--- src/rtl/fdx_pkg.sv ---
package fdx_pkg;

    typedef enum logic {
        ST_IDLE = 1'b0,
        ST_RUN  = 1'b1
    } fdx_state_e;

    // Bit positions inside one attempt (k counts TCK cycles):
    // 0..2 header, 3 handshake, 4..dw+3 data, dw+4..dw+5 footer
    localparam int unsigned HS_POS   = 3;
    localparam int unsigned DATA_POS = 4;

    function automatic int unsigned fdx_len(input int unsigned dw);
        return dw + 6;
    endfunction

    function automatic logic fdx_tms_at(input int unsigned k, input int unsigned dw);
        return (k == 0) || (k == dw + 3) || (k == dw + 4);
    endfunction

    function automatic logic fdx_in_shift(input int unsigned k, input int unsigned dw);
        return (k >= HS_POS) && (k <= dw + 3);
    endfunction

    function automatic logic fdx_in_data(input int unsigned k, input int unsigned dw);
        return (k >= DATA_POS) && (k <= dw + 3);
    endfunction

endpackage

--- src/rtl/fdx_tckgen.sv ---
module fdx_tckgen #(
    parameter int HALF = 2
) (
    input  logic clk,
    input  logic rst,
    input  logic en,
    output logic tck,
    output logic rise,
    output logic fall
);
    localparam int CW = (HALF > 1) ? $clog2(HALF) : 1;

    logic [CW-1:0] cnt_q;
    logic          tck_q;
    logic          wrap;

    assign wrap = (cnt_q == CW'(HALF - 1));

    always_ff @(posedge clk) begin
        if (rst || !en) begin
            cnt_q <= '0;
            tck_q <= 1'b0;
        end else if (wrap) begin
            cnt_q <= '0;
            tck_q <= ~tck_q;
        end else begin
            cnt_q <= cnt_q + CW'(1);
        end
    end

    assign tck  = tck_q;
    assign rise = en && wrap && !tck_q;
    assign fall = en && wrap &&  tck_q;
endmodule

--- src/rtl/fdx_rxshift.sv ---
module fdx_rxshift #(
    parameter int DW = 32
) (
    input  logic        clk,
    input  logic        rst,
    input  logic        en,
    input  logic        bit_i,
    output logic [DW:0] word_o
);
    // Right shift, newest bit at the top: after DW+1 shifts
    // bit 0 holds the handshake and bits DW:1 the data word.
    always_ff @(posedge clk) begin
        if (rst)
            word_o <= '0;
        else if (en)
            word_o <= {bit_i, word_o[DW:1]};
    end
endmodule

--- src/rtl/fdx_ctrl.sv ---
module fdx_ctrl
    import fdx_pkg::*;
#(
    parameter int DW        = 32,
    parameter int RETRY_MAX = 3,
    localparam int RW       = $clog2(RETRY_MAX + 1)
) (
    input  logic          clk,
    input  logic          rst,
    input  logic          start,
    input  logic [DW-1:0] din,
    input  logic          rise,
    input  logic          fall,
    input  logic [DW:0]   cap,
    output logic          busy,
    output logic          done,
    output logic          err,
    output logic          tms,
    output logic          tdi,
    output logic          shift_en,
    output logic [DW-1:0] dout,
    output logic [RW-1:0] retry
);
    localparam int LEN = fdx_len(DW);
    localparam int KW  = $clog2(LEN);

    fdx_state_e    st_q;
    logic [KW-1:0] k_q;
    logic [DW-1:0] din_q;
    logic [DW-1:0] tx_q;
    logic [DW-1:0] tx_nxt;
    logic          last_bit;

    assign last_bit = (k_q == KW'(LEN - 1));
    assign tx_nxt   = fdx_in_data(int'(k_q), DW) ? (tx_q >> 1) : tx_q;
    assign busy     = (st_q == ST_RUN);
    assign shift_en = rise && busy && fdx_in_shift(int'(k_q), DW);

    always_ff @(posedge clk) begin
        if (rst) begin
            st_q  <= ST_IDLE;
            k_q   <= '0;
            din_q <= '0;
            tx_q  <= '0;
            done  <= 1'b0;
            err   <= 1'b0;
            tms   <= 1'b0;
            tdi   <= 1'b0;
            dout  <= '0;
            retry <= '0;
        end else begin
            done <= 1'b0;
            unique case (st_q)
                ST_IDLE: begin
                    if (start) begin
                        st_q  <= ST_RUN;
                        din_q <= din;
                        tx_q  <= din;
                        k_q   <= '0;
                        tms   <= 1'b1;
                        tdi   <= 1'b0;
                        retry <= '0;
                        err   <= 1'b0;
                    end
                end
                ST_RUN: begin
                    if (fall) begin
                        if (last_bit) begin
                            tdi <= 1'b0;
                            if (cap[0]) begin
                                dout <= cap[DW:1];
                                done <= 1'b1;
                                st_q <= ST_IDLE;
                                tms  <= 1'b0;
                            end else if (retry == RW'(RETRY_MAX)) begin
                                err  <= 1'b1;
                                st_q <= ST_IDLE;
                                tms  <= 1'b0;
                            end else begin
                                retry <= retry + RW'(1);
                                k_q   <= '0;
                                tms   <= 1'b1;
                                tx_q  <= din_q;
                            end
                        end else begin
                            k_q  <= k_q + KW'(1);
                            tms  <= fdx_tms_at(int'(k_q) + 1, DW);
                            tdi  <= fdx_in_data(int'(k_q) + 1, DW) ? tx_nxt[0] : 1'b0;
                            tx_q <= tx_nxt;
                        end
                    end
                end
                default: st_q <= ST_IDLE;
            endcase
        end
    end
endmodule

--- src/rtl/fdx_seq.sv ---
module fdx_seq #(
    parameter int DW        = 32,
    parameter int HALF      = 2,
    parameter int RETRY_MAX = 3,
    localparam int RW       = $clog2(RETRY_MAX + 1)
) (
    input  logic          clk,
    input  logic          rst,
    input  logic          start_i,
    input  logic [DW-1:0] din_i,
    output logic [DW-1:0] dout_o,
    output logic          busy_o,
    output logic          done_o,
    output logic          err_o,
    output logic [RW-1:0] retry_o,
    output logic          tck_o,
    output logic          tms_o,
    output logic          tdi_o,
    input  logic          tdo_i
);
    logic          rise;
    logic          fall;
    logic          shift_en;
    logic [DW:0]   cap;

    fdx_tckgen #(.HALF(HALF)) u_tck (
        .clk  (clk),
        .rst  (rst),
        .en   (busy_o),
        .tck  (tck_o),
        .rise (rise),
        .fall (fall)
    );

    fdx_rxshift #(.DW(DW)) u_rx (
        .clk    (clk),
        .rst    (rst),
        .en     (shift_en),
        .bit_i  (tdo_i),
        .word_o (cap)
    );

    fdx_ctrl #(.DW(DW), .RETRY_MAX(RETRY_MAX)) u_ctrl (
        .clk      (clk),
        .rst      (rst),
        .start    (start_i),
        .din      (din_i),
        .rise     (rise),
        .fall     (fall),
        .cap      (cap),
        .busy     (busy_o),
        .done     (done_o),
        .err      (err_o),
        .tms      (tms_o),
        .tdi      (tdi_o),
        .shift_en (shift_en),
        .dout     (dout_o),
        .retry    (retry_o)
    );
endmodule

--- config.mk ---
export PLATFORM = sky130hd
export DESIGN_NAME = fdx_seq
export DESIGN_NICKNAME = d
export VERILOG_FILES = /design/src/rtl/fdx_pkg.sv /design/src/rtl/fdx_tckgen.sv /design/src/rtl/fdx_rxshift.sv /design/src/rtl/fdx_ctrl.sv /design/src/rtl/fdx_seq.sv
export SDC_FILE = /design/constraint.sdc
export NUM_CORES = 1
export LEC_CHECK = 0
export ABC_AREA = 1
export CAP_MARGIN = 20
export CORE_ASPECT_RATIO = 2
export CORE_UTILIZATION = 56
export DETAILED_ROUTE_END_ITERATION = 10
export PLACE_DENSITY_LB_ADDON = 0.1
export SLEW_MARGIN = 30
export SYNTH_ARGS = -nofsm -noshare
export SYNTH_HDL_FRONTEND = slang
export SYNTH_HIERARCHICAL = 1
export SYNTH_SLANG_ARGS = --single-unit
export TNS_END_PERCENT = 50
--- constraint.sdc ---
create_clock -name clk -period 2.15 [get_ports clk]
set_input_delay 0.215 -clock clk [delete_from_list [all_inputs] [get_ports clk]]
set_output_delay 0.215 -clock clk [all_outputs]
set_load 0.02 [all_outputs]
==> flow_summary.ini <==
[status]
status = finished clean

[final_layout]
fin_cells = 1097
area_growth_pct = 22.43
insertedDiodeCount = 0
layout-drive-gt1-share_pct = 7.001
final_util_pct = 70.45
nets = 986

[sta]
tns_ps = 0
rsz0062_at_grt = false
setup_violations = 0
finalCritPeriodShare_pct = 89.09
finalHoldViolCount = 0
fin_ws_ps = 234.5
worst_pin_slew_ps = 392.9
max_freq_ghz = 0.5221
relSlewSlack_pct = 73.81
maxSlewViolCount = 0
fin_crit_ps = 1915
clock_skew_ps = 8.818

[synthesis]
synthSimpleGateAreaFrac_pct = 28.92
yosysWarnings = 6
ys_seq_elements = 144
yosysSeqAreaShare_pct = 45.77
synthMuxAreaShare_pct = 0
syn_inst = 884
synth_compound_area_share_pct = 13.97
yosysUniqueCellTypes = 35
synth-xor-area-share_pct = 0
synthAdderAreaFrac_pct = 1.192
syn-num-nets = 926
syn_area_um2 = 6299
avgSynthCellArea_um2 = 7.125
synth_top_family_by_area = simple AND/OR/NAND/NOR gates

[route]
viasPerCell = 5.228
drt_wl_total_um = 15230
vias = 5735
ant_nets = 0
dr.first_iter.drc_count = 317
detail_route.wl_per_cell_um = 13.89
drt_first_pass_iters = 6
drc = 0

[clock_network]
path_clk_slew_ps = 60
hold_buffers = 0
post_cts_buffers = 0
tritoncts = yes
clock-sinks = 144
clockBufferDepth = 2
cts-resized-gates = 0
htreeDepth = 4
numCtsBuffers = 17
cts_root_buf = clkbuf_16
insertion_delay_ps = 420

[critical_path]
criticalPathCategory = flop to flop
arrival_ps = 2270
r2r_end = u_ctrl/tx_q[24]
cp_num_buf_inv = 2
endpoint = u_ctrl/tx_q[24]
crit_chain = inv_1, ha_1, nand3_4, nand2_4, a21oi_4, nor2_8, inv_4, nor2_1, nor2_1
r2r_slack_ps = 230
cp_slowest_cell = dfxtp_1
crit_fanout = 31
start_kind = flop
path_depth = 9
critical-path-max-stage-delay_ps = 500
worst_setup_path_end_kind = flop
critical_path.startpoint = u_ctrl/k_q[1]
cp_top_family = simple AND/OR/NAND/NOR gates
crit_path_frequent_cell = nor2_1
cp_data_required_time_ps = 2500
r2r_cells = 9
regToRegStartpoint = u_ctrl/k_q[1]

[pwr]
cell_internal_pwr_w = 0.004763
p_clk_share_pct = 46.5
p_leak_nw = 3.156
pwr-share-seq_pct = 44.6
vdd_drop_max_v = 0.0006497
p_sw_w = 0.001593
power_density_nw_per_um2 = 824.3
power_frac_comb_pct = 8.9
swShare_pct = 25.06

[placed_design]
dp_slack_ps = 247.5
portBuffers = 75
dp.final_hpwl_um = 9953
gp_congestion = 0.8873
dp.cells = 1065

[global_routing]
grt_pass1_vias = 5462
grt_pass1_wl_um = 25230
grt_max_degree = 70
globalRouteOverflowTotal = 0
grtUsageTotal_pct = 26.79
antenna_found_initial = 0

[die]
die-width_um = 76.99
rows = 54
initial_utilization_pct = 57.54
die-height_um = 152.0
ios = 76
dieArea_um2 = 11700
core_area_um2 = 10950

[run]
drv_cap = 0

[hold_path]
min_path_type = input port to flop
min_path_cells = 5
## cells by family after synthesis
kind of cell               Yosys count
adders and majority gates            6
buffers and inverters              141
and+or+nand+nor                    441
DFF                                144
AOI/OAI and AO/OA                  152
## worst register-to-register path, cell delays in order (launching register included)
cell     delay, ps
dfxtp_1        500
inv_1          110
ha_1           220
nand3_4        150
nand2_4        120
a21oi_4        200
nor2_8          70
inv_4          260
nor2_1         110
nor2_1         110
## layout make-up
| class | instances | area [um^2] |
|---|---|---|
| inverter | 90 | 340.3 |
| clock buffer | 18 | 439.2 |
| multi-input combinational | 599 | 2778 |
| tap | 140 | 175.2 |
| fill | 929 | 3234 |
| sequential | 144 | 2883 |
| clock inverter | 14 | 155.1 |
| timing repair buffer | 92 | 940.9 |
## placed cells by master (no fill, tap or decap), drive strengths merged, types with 17 or more instances in the layout
master / netlist / final
inv: 89 / 93
nand3: 48 / 48
o211ai: 31 / 31
o21ai: 105 / 105
dfxtp: 144 / 144
clkbuf: 24 / 18
buf: 27 / 17
nor2: 219 / 219
nand2: 167 / 167
clkdlybuf4s50: 0 / 75
## state kept, by name, summed over array words and instances, names as in the netlist
name	count
u_rx/word_o	33
u_ctrl/din_q	32
u_ctrl/dout	32
u_ctrl/tx_q	32
u_ctrl/k_q	6
u_ctrl/retry	2
u_ctrl/busy	1
u_ctrl/done	1
u_ctrl/err	1
u_ctrl/tdi	1
u_ctrl/tms	1
u_tck/cnt_q	1
u_tck/tck	1
## synthesized netlist by cell type, drive strengths merged
library cell / count / share of area, %
nor2: 219 / 14
nand2: 167 / 10
dfxtp: 144 / 46
o21ai: 105 / 8.5
inv: 89 / 5.3
nand3: 48 / 4.0
o211ai: 31 / 3.7
buf: 27 / 3.3
clkbuf: 24 / 1.4
a21oi: 12 / 1.1
ha: 6 / 1.2
nand4: 3 / 0.30
nor3: 3 / 0.42
clkinv: 1 / 0.060
nand3b: 1 / 0.12
o2111a: 1 / 0.18
o211a: 1 / 0.16
o21ba: 1 / 0.16
o21bai: 1 / 0.12
## per-layer routing
layer / up-vias / part of all wire (%) / global-route usage (%)
met4: 0 / 2.9 / 12.58
li1: 2900 / - / -
met2: 129 / 54 / 49.45
met1: 2675 / 40 / 28.51
met3: 31 / 3.8 / 5.285
met5: - / 0 / 0
## stage by stage
| step | hold WS [ps] | total power [W] | cell area (um^2) |
|---|---|---|---|
| after detailed placement | 460.4 | 0.003453 | 7117 |
| final | 417.6 | 0.006356 | 7711 |
| after global placement | 439.3 | 0.003439 | 7117 |
| after floorplan | 291.8 | 0.003263 | 6299 |
| after CTS | 407.6 | 0.006397 | 7711 |
| after global routing | 439.2 | 0.006580 | 7711 |
## worst min path at each step
stage          slack, ps          endpoint         from
6_report             420   u_rx/word_o[32]        tdo_i
5_1_grt              440  u_ctrl/din_q[18]    din_i[18]
4_1_cts              410   u_rx/word_o[32]        tdo_i
3_5_place_dp         460       u_tck/cnt_q  u_ctrl/busy
3_3_place_gp         440       u_tck/cnt_q  u_ctrl/busy
2_1_floorplan        290       u_tck/cnt_q          rst
## power groups by stage
stage	registers, W	logic [W]	clock network, W
finish	0.00284	0.000565	0.00295
global placement	0.00289	0.000547	0
detailed placement	0.00289	0.000560	0
CTS	0.00284	0.000565	0.00300
floorplan	0.00289	0.000375	0
global route	0.00285	0.000627	0.00310
No activity file was read; power rests on OpenSTA's default activity.
